**src/rtl/bcs_pkg.sv**
```systemverilog
package bcs_pkg;
  typedef enum logic [2:0] {
    ERR_NONE   = 3'd0,
    ERR_ID     = 3'd1,
    ERR_NOPAGE = 3'd2,
    ERR_SIZE   = 3'd3,
    ERR_SUM    = 3'd4
  } err_e;

  typedef enum logic [2:0] {
    ST_ID, ST_IDCHK, ST_WIN, ST_SUM, ST_SUMCHK, ST_IRQ, ST_END
  } st_e;

  typedef struct packed {
    logic        ok_page;
    logic        ok_size;
    logic [2:0]  page;
    logic [19:0] base;
    logic [16:0] size;
    logic        pio;
    logic [7:0]  dec;
    logic [7:0]  ext;
    logic [7:0]  mctrl;
  } win_t;

  function automatic logic [3:0] irq_map(input logic [2:0] code);
    case (code)
      3'd1:    irq_map = 4'd9;
      3'd2:    irq_map = 4'd3;
      3'd3:    irq_map = 4'd4;
      3'd4:    irq_map = 4'd5;
      3'd5:    irq_map = 4'd10;
      3'd6:    irq_map = 4'd11;
      default: irq_map = 4'd0;
    endcase
  endfunction
endpackage

```
**src/rtl/bcs_id_collect.sv**
```systemverilog
module bcs_id_collect #(
  parameter int ID_W = 16
) (
  input  logic            clk_i,
  input  logic            rst_ni,
  input  logic            load_i,
  input  logic [7:0]      byte_i,
  output logic [ID_W-1:0] id_o
);
  localparam int NIBS  = ID_W / 4;
  localparam int POS_W = (NIBS > 1) ? $clog2(NIBS) : 1;

  for (genvar g = 0; g < NIBS; g++) begin : g_nib
    logic [3:0] nib_q;
    always_ff @(posedge clk_i or negedge rst_ni) begin
      if (!rst_ni)                                           nib_q <= '0;
      else if (load_i && byte_i[POS_W-1:0] == POS_W'(g))     nib_q <= nib_q | byte_i[7:4];
    end
    assign id_o[4*g +: 4] = nib_q;
  end
endmodule

```
**src/rtl/bcs_win_decode.sv**
```systemverilog
module bcs_win_decode
  import bcs_pkg::*;
#(
  parameter logic [19:0] WIN_ORIGIN = 20'hC0000,
  parameter logic [19:0] PAGE_SPAN  = 20'h04000,
  parameter logic [7:0]  WIDE_FLAG  = 8'h10
) (
  input  logic [7:0] cfg_i,
  output win_t       win_o
);
  logic [2:0]  page;
  logic [7:0]  run;
  logic [2:0]  units;
  logic [15:0] dec16;

  always_comb begin
    page = 3'd0;
    for (int i = 7; i >= 0; i--)
      if (cfg_i[i]) page = 3'(i);
    run = cfg_i >> page;
    win_o.ok_page = |cfg_i;
    win_o.ok_size = 1'b1;
    case (run)
      8'h01:   units = 3'd1;
      8'h03:   units = 3'd2;
      8'h07:   units = 3'd3;
      8'h0F:   units = 3'd4;
      default: begin units = 3'd0; win_o.ok_size = 1'b0; end
    endcase
    win_o.page = page;
    win_o.base = WIN_ORIGIN + 20'(page) * PAGE_SPAN;
    win_o.size = {units, 14'd0};
    win_o.pio  = (units <= 3'd1);
    dec16      = ((16'd1 << units) - 16'd1) << page;
    if (win_o.pio) begin
      win_o.dec   = '0;
      win_o.ext   = '0;
      win_o.mctrl = '0;
    end else begin
      win_o.dec   = dec16[7:0];
      win_o.ext   = (8'((~dec16) >> 4) & 8'hF0) | dec16[15:8];
      win_o.mctrl = WIDE_FLAG | {4'd0, page[1:0], 2'd0};
    end
  end
endmodule

```
**src/rtl/bcs_csum.sv**
```systemverilog
module bcs_csum #(
  parameter int W = 16
) (
  input  logic         clk_i,
  input  logic         rst_ni,
  input  logic         add_i,
  input  logic [W-1:0] word_i,
  output logic [W-1:0] sum_o
);
  always_ff @(posedge clk_i or negedge rst_ni) begin
    if (!rst_ni)    sum_o <= '0;
    else if (add_i) sum_o <= sum_o + word_i;
  end
endmodule

```
**src/rtl/board_cfg_seq.sv**
```systemverilog
module board_cfg_seq
  import bcs_pkg::*;
#(
  parameter logic [15:0] EXPECT_ID = 16'hBABA,
  parameter int          EE_WORDS  = 64,
  parameter int          CFG_WORD  = 6,
  parameter int          IRQ_WORD  = 1,
  parameter int          IRQ_LSB   = 13
) (
  input  logic        clk_i,
  input  logic        rst_ni,
  output logic        id_req_o,
  input  logic        id_done_i,
  input  logic [7:0]  id_data_i,
  output logic        ee_req_o,
  output logic [5:0]  ee_addr_o,
  input  logic        ee_done_i,
  input  logic [15:0] ee_data_i,
  output logic        done_o,
  output logic        pass_o,
  output logic [2:0]  err_o,
  output logic [19:0] win_base_o,
  output logic [16:0] win_size_o,
  output logic        pio_o,
  output logic [7:0]  decode_o,
  output logic [7:0]  ext_decode_o,
  output logic [7:0]  mem_ctrl_o,
  output logic [3:0]  irq_o
);
  localparam int ID_W = 16;
  localparam int NIBS = ID_W / 4;
  localparam int AW   = $clog2(EE_WORDS);

  st_e         st_q;
  logic        req_q;
  logic [AW-1:0] cnt_q;
  logic        pass_q, done_q;
  err_e        err_q;
  win_t        win_w, win_q;
  logic [3:0]  irq_q;
  logic [15:0] id_w, sum_w;
  logic        id_ack, ee_ack;

  assign id_req_o = req_q && (st_q == ST_ID);
  assign ee_req_o = req_q && (st_q == ST_WIN || st_q == ST_SUM || st_q == ST_IRQ);
  assign id_ack   = id_req_o && id_done_i;
  assign ee_ack   = ee_req_o && ee_done_i;

  always_comb begin
    case (st_q)
      ST_SUM:  ee_addr_o = 6'(cnt_q);
      ST_IRQ:  ee_addr_o = 6'(IRQ_WORD);
      default: ee_addr_o = 6'(CFG_WORD);
    endcase
  end

  bcs_id_collect #(.ID_W(ID_W)) u_id (
    .clk_i, .rst_ni, .load_i(id_ack), .byte_i(id_data_i), .id_o(id_w)
  );

  bcs_win_decode u_win (.cfg_i(ee_data_i[7:0]), .win_o(win_w));

  bcs_csum #(.W(16)) u_sum (
    .clk_i, .rst_ni, .add_i(ee_ack && st_q == ST_SUM), .word_i(ee_data_i), .sum_o(sum_w)
  );

  always_ff @(posedge clk_i or negedge rst_ni) begin
    if (!rst_ni) begin
      st_q <= ST_ID; req_q <= 1'b0; cnt_q <= '0;
      pass_q <= 1'b0; done_q <= 1'b0; err_q <= ERR_NONE;
      win_q <= '0; irq_q <= '0;
    end else begin
      case (st_q)
        ST_ID: begin
          if (!req_q) req_q <= 1'b1;
          else if (id_done_i) begin
            req_q <= 1'b0;
            if (cnt_q == AW'(NIBS - 1)) begin cnt_q <= '0; st_q <= ST_IDCHK; end
            else cnt_q <= cnt_q + 1'b1;
          end
        end
        ST_IDCHK: begin
          if (id_w == EXPECT_ID) st_q <= ST_WIN;
          else begin err_q <= ERR_ID; done_q <= 1'b1; st_q <= ST_END; end
        end
        ST_WIN: begin
          if (!req_q) req_q <= 1'b1;
          else if (ee_done_i) begin
            req_q <= 1'b0;
            win_q <= win_w;
            if (!win_w.ok_page)      begin err_q <= ERR_NOPAGE; done_q <= 1'b1; st_q <= ST_END; end
            else if (!win_w.ok_size) begin err_q <= ERR_SIZE;   done_q <= 1'b1; st_q <= ST_END; end
            else st_q <= ST_SUM;
          end
        end
        ST_SUM: begin
          if (!req_q) req_q <= 1'b1;
          else if (ee_done_i) begin
            req_q <= 1'b0;
            if (cnt_q == AW'(EE_WORDS - 1)) begin cnt_q <= '0; st_q <= ST_SUMCHK; end
            else cnt_q <= cnt_q + 1'b1;
          end
        end
        ST_SUMCHK: begin
          if (sum_w == EXPECT_ID) st_q <= ST_IRQ;
          else begin err_q <= ERR_SUM; done_q <= 1'b1; st_q <= ST_END; end
        end
        ST_IRQ: begin
          if (!req_q) req_q <= 1'b1;
          else if (ee_done_i) begin
            req_q  <= 1'b0;
            irq_q  <= irq_map(ee_data_i[IRQ_LSB +: 3]);
            pass_q <= 1'b1;
            done_q <= 1'b1;
            st_q   <= ST_END;
          end
        end
        default: req_q <= 1'b0;
      endcase
    end
  end

  assign done_o       = done_q;
  assign pass_o       = pass_q;
  assign err_o        = err_q;
  assign win_base_o   = pass_q ? win_q.base  : '0;
  assign win_size_o   = pass_q ? win_q.size  : '0;
  assign pio_o        = pass_q ? win_q.pio   : 1'b0;
  assign decode_o     = pass_q ? win_q.dec   : '0;
  assign ext_decode_o = pass_q ? win_q.ext   : '0;
  assign mem_ctrl_o   = pass_q ? win_q.mctrl : '0;
  assign irq_o        = pass_q ? irq_q       : '0;

  assert_id_req_hold_R10: assert property (@(posedge clk_i) disable iff (!rst_ni)
    (id_req_o && !id_done_i) |=> id_req_o);
  assert_ee_req_hold_R10: assert property (@(posedge clk_i) disable iff (!rst_ni)
    (ee_req_o && !ee_done_i) |=> (ee_req_o && $stable(ee_addr_o)));
  assert_one_port_R10: assert property (@(posedge clk_i) disable iff (!rst_ni)
    !(id_req_o && ee_req_o));
  assert_quiet_after_done_R8: assert property (@(posedge clk_i) disable iff (!rst_ni)
    done_o |-> (!id_req_o && !ee_req_o));
  assert_done_sticky_R9: assert property (@(posedge clk_i) disable iff (!rst_ni)
    done_o |=> (done_o && $stable(err_o) && $stable(pass_o)));
  assert_result_code_R9: assert property (@(posedge clk_i) disable iff (!rst_ni)
    done_o |-> (pass_o == (err_o == 3'd0)));
  assert_pio_quiet_R5: assert property (@(posedge clk_i) disable iff (!rst_ni)
    pio_o |-> (decode_o == 8'd0 && ext_decode_o == 8'd0 && mem_ctrl_o == 8'd0));
  assert_fail_clear_R9: assert property (@(posedge clk_i) disable iff (!rst_ni)
    (done_o && !pass_o) |-> (win_size_o == 17'd0 && irq_o == 4'd0));
endmodule

```
**config.mk**
```make
export PLATFORM = sky130hd
export DESIGN_NAME = board_cfg_seq
export DESIGN_NICKNAME = d
export VERILOG_FILES = /design/src/rtl/bcs_pkg.sv /design/src/rtl/bcs_id_collect.sv /design/src/rtl/bcs_win_decode.sv /design/src/rtl/bcs_csum.sv /design/src/rtl/board_cfg_seq.sv
export SDC_FILE = /design/constraint.sdc
export NUM_CORES = 1
export LEC_CHECK = 0
export BUFFER_PORTS_ARGS = -buffer_cell sky130_fd_sc_hd__buf_2
export CAP_MARGIN = 30
export CORE_ASPECT_RATIO = 1.5
export CORE_UTILIZATION = 55
export DETAILED_ROUTE_END_ITERATION = 16
export PLACE_DENSITY = 0.87
export SYNTH_ARGS = -nofsm -noshare
export SYNTH_HDL_FRONTEND = slang
export SYNTH_SLANG_ARGS = --single-unit
export TNS_END_PERCENT = 10
```
**constraint.sdc**
```tcl
create_clock -name clk_i -period 3.9 [get_ports clk_i]
set_clock_uncertainty 0.15 [all_clocks]
set_input_delay 0.39 -clock clk_i [delete_from_list [all_inputs] [get_ports clk_i]]
set_output_delay 0.39 -clock clk_i [all_outputs]
set_load 0.01 [all_outputs]
```
==> impl_results.rst <==
.. list-table::
   :header-rows: 1

   * - Metric
     - Value
   * - Setup repair after global routing missed its margin
     - no
   * - Maximum number of pins on one net before global-route repair
     - 79
   * - All-Layer GR Usage
     - 0.255
   * - Portion of netlist area occupied by mux cells
     - 0.0234
   * - Clock Root Buffer
     - sky130_fd_sc_hd__clkbuf_16
   * - Summed instance area of the synthesized netlist
     - 5080 um2
   * - Routed met3 length
     - 532 um
   * - Worst R2R Start
     - u_sum.sum_o[1]$_DFFE_PN0P_
   * - Residual DRC
     - 0
   * - Cell types with the largest area share after synthesis
     - sky130_fd_sc_hd__dfrtp_1, sky130_fd_sc_hd__nand2_1, sky130_fd_sc_hd__buf_4, sky130_fd_sc_hd__o21ai_0, sky130_fd_sc_hd__and2_1
   * - Nature of the critical path endpoint
     - flop
   * - Cell type with the largest total area after synthesis
     - sky130_fd_sc_hd__dfrtp_1
   * - Max H-tree Level
     - 3
   * - Setup ws final
     - ~750 ps
   * - Violation count after the first detailed-routing iteration
     - 316
   * - Area enclosed by the die boundary
     - 9630 um2
   * - Number of synthesized flops with an enable pin
     - 0
   * - Compound-Gate Fraction of Synth Area
     - 0.208
   * - Maximum count of clock buffers along a single path
     - 2
   * - Most instantiated flip-flop cell in the synthesis netlist
     - sky130_fd_sc_hd__dfrtp_1
   * - Leading cell type in the layout, fill and taps excluded
     - sky130_fd_sc_hd__nand2_1
   * - Detailed-route wire length per cell
     - 15.2 um
   * - Via total after detailed routing
     - about 4.4k
   * - Post-Syn Instances
     - around 580
   * - Synth top area share
     - 0.384
   * - Post-detailed-route count of antenna-violating nets
     - 0
   * - Simple logic cell fraction of the synthesized area
     - 0.231
   * - Clock transition time at the flip-flop clock pins of the worst setup and hold paths
     - 60 ps
   * - Height of the chip
     - 120 um
   * - Setup slack at placement
     - 586 ps
   * - GPL Wtd Cong
     - 0.911
   * - WL met2
     - 6.08 mm
   * - Peak fanout along the critical path
     - 4
   * - Number of distinct library cells after synthesis
     - 68
   * - Antenna fix cells
     - 0
   * - Ratio of final minimum period to clock period
     - 0.807
   * - Number of nets in the finished design
     - around 700
   * - Die Span X
     - 80.5 um
   * - Startpoint of the worst hold path
     - id_data_i[7]
   * - HPWL after detailed placement
     - 8.50 mm
   * - Required time worst endpoint
     - 4020 ps
   * - Grt total ovfl
     - 0
   * - Hold Vio Cnt, Final
     - 0
   * - Power density cells
     - around 580 nW/um2
   * - DR top layer
     - met4
   * - Area growth from synthesis to final layout
     - 12.5%
   * - TritonCTS clock tree
     - built
   * - Number of CTS-inserted buffers
     - 9
   * - Average footprint of a synthesized cell
     - 8.71 um2
   * - Launch point of the worst path
     - u_sum.sum_o[1]$_DFFE_PN0P_
   * - Post-route minimum period
     - 3150 ps
   * - Most used cells in the layout excluding fill and tap cells
     - sky130_fd_sc_hd__nand2_1, sky130_fd_sc_hd__dfrtp_1, sky130_fd_sc_hd__buf_2
   * - Setup TNS
     - 0 ps
   * - Synthesis-stage register bit count
     - 78
   * - Number of search-and-repair iterations in the first detailed-routing pass
     - 6
   * - Fraction of synthesis flops using an asynchronous set or reset pin
     - 1.00
   * - Std cell rows
     - 42
   * - Number of antenna violations at the first check in global routing
     - 0
   * - Fraction of final layout cells sized beyond drive strength 1
     - 0.164
   * - Floorplan core area
     - 8880 um2
   * - Vias per Instance
     - between 5 and 6
   * - Sequential-to-total area share from yosys stat
     - 0.384
   * - Post-Synth Adder-Cell Area
     - 0.0458
   * - Fill cell total of the finished layout
     - between 700 and 800
   * - Critical path class
     - reg -> reg
   * - Final setup violating endpoints
     - 0
   * - Combinational family with the most area after synthesis
     - simple AND/OR/NAND/NOR gates
   * - Leakage power
     - 2.89 nW
   * - Number of global-route vias before repair
     - 4,171
   * - Crit path launch type
     - flop
   * - Final number of max-transition violations
     - 0
   * - Final standard cell count with taps included and fillers excluded
     - 761
   * - Clock latency on the worst-skew pair
     - 340 ps
   * - Worst-margin pin slew
     - 800 ps
   * - Sink count of the clock tree
     - 78
   * - WL met1
     - 4.52 mm
   * - Data arrival time of the critical path
     - 3260 ps
   * - Synth warn
     - 0
   * - Fmax achieved
     - roughly 0.32 GHz
   * - Placed Cells incl. Taps
     - ~740
   * - Initial Util
     - 0.572
   * - Max-capacitance violation count
     - 0
   * - Status
     - completed
   * - Post_cts resized
     - 0
   * - Total Wirelength
     - roughly 12 mm
   * - I/O pin count
     - approximately 110
   * - Class of the most critical hold timing path
     - in -> reg
   * - Worst slew margin relative to its limit
     - 0.465
   * - Xor-xnor portion of the synthesized cell area
     - 0.0241
   * - Peak ir drop on the vdd network
     - 0.000352 V
   * - First-pass GRT wire length
     - 19.0 mm
   * - Number of port buffers
     - 70
-- what timing repair did --
action                     CTS  global route
hold buffers                 0             1
buffers inserted             0             0
hold endpoints to repair     0            20
setup endpoints to repair    0             0
-- path summary, 6_finish.rpt --
check,slack (ps),endpoint,depth (start not counted)
min,160,u_id.g_nib[1].nib_q[3]$_DFFE_PN0P_,2
max in group asynchronous,2700,u_id.g_nib[1].nib_q[3]$_DFFE_PN0P_,3
min reg2reg,300,u_id.g_nib[2].nib_q[2]$_DFFE_PN0P_,1
max,750,u_sum.sum_o[15]$_DFFE_PN0P_,9
min in group asynchronous,330,u_sum.sum_o[4]$_DFFE_PN0P_,2
max reg2reg,750,u_sum.sum_o[15]$_DFFE_PN0P_,9
-- final cells by class --
cell class / instances / area (um2) / share of cell area
Tap cell: 110 / 138 / 0.0241
Timing Repair Buffer: 73 / 398 / 0.0696
Clock buffer: 11 / 243 / 0.0425
Inverter: 18 / 67.6 / 0.0118
Clock inverter: 5 / 81.3 / 0.0142
Multi-Input combinational cell: 466 / 2840 / 0.496
Sequential cell: 78 / 1950 / 0.342
-- per-layer routing --
layer	track usage	vias up
met2	0.443	160
met1	0.298	2108
met3	0.0365	35
met5	0	-
li1	-	2098
met4	0.129	0
-- cells in the mapped netlist (4+ instances only) --
cell and count:
sky130_fd_sc_hd__mux2i_1 4, sky130_fd_sc_hd__o31ai_1 8, sky130_fd_sc_hd__buf_4 36, sky130_fd_sc_hd__xor2_1 7
sky130_fd_sc_hd__o21ai_0 53, sky130_fd_sc_hd__nand2b_1 11, sky130_fd_sc_hd__a21oi_1 21, sky130_fd_sc_hd__xnor2_1 7
sky130_fd_sc_hd__and3_1 6, sky130_fd_sc_hd__a31oi_1 6, sky130_fd_sc_hd__nor2_1 34, sky130_fd_sc_hd__nand2_1 79
sky130_fd_sc_hd__o21ai_1 4, sky130_fd_sc_hd__or3_1 4, sky130_fd_sc_hd__nand3_1 11, sky130_fd_sc_hd__clkbuf_1 16
sky130_fd_sc_hd__and2_1 39, sky130_fd_sc_hd__inv_1 18, sky130_fd_sc_hd__nor2b_1 6, sky130_fd_sc_hd__a21o_1 24
sky130_fd_sc_hd__nor3_1 17, sky130_fd_sc_hd__a211oi_1 5, sky130_fd_sc_hd__ha_1 17, sky130_fd_sc_hd__nand4b_1 5
sky130_fd_sc_hd__mux2_2 5, sky130_fd_sc_hd__dfrtp_1 78
-- report_power, final --
part / switching, mW / internal, mW
Combinational: 0.656 / 0.511
Clock: 0.331 / 0.579
Sequential: 0.234 / 1.00
Total: 1.22 / 2.09
-- metrics by stage --
step / power [mW] / cell area, um2 / utilization / hold slack, ps
2_1_floorplan: 2.11 / 5200 / - / -55.6
3_3_place_gp: 2.31 / 5350 / 0.603 / 279
3_5_place_dp: 2.39 / 5350 / 0.603 / 287
4_1_cts: 3.31 / 5680 / 0.639 / 92.8
5_1_grt: 3.53 / 5710 / 0.643 / 161
6_report: 3.32 / 5710 / 0.643 / 164
-- sequential cells by signal, indices dropped and copies added, names as in the netlist --
register,count
win_q,27
u_id.g_nib.nib_q,16
u_sum.sum_o,16
cnt_q,6
irq_q,4
err_o,3
st_q,3
done_o,1
pass_o,1
req_q,1
-- cell families (layout without fill, tap and decap cells) --
kind of cell	count (synthesis)	after routing
AOI/OAI and AO/OA	156	156
xor gates and xnor gates	14	14
adders and majority gates	18	18
buffers and inverters	73	107
DFF	78	78
muxes	11	11
other	2	36
and+or+nand+nor	231	231
-- worst max-delay path: stages, from the launching register on --
cell                        delay (ps)
sky130_fd_sc_hd__dfrtp_1           430
sky130_fd_sc_hd__ha_1              310
sky130_fd_sc_hd__a211oi_1          300
sky130_fd_sc_hd__o21ai_0           180
sky130_fd_sc_hd__a2111oi_0         650
sky130_fd_sc_hd__o31ai_1           240
sky130_fd_sc_hd__o21a_1            240
sky130_fd_sc_hd__o211a_1           210
sky130_fd_sc_hd__a211oi_1          220
sky130_fd_sc_hd__xnor2_1           150
No activity file was read; power rests on OpenSTA's default activity.
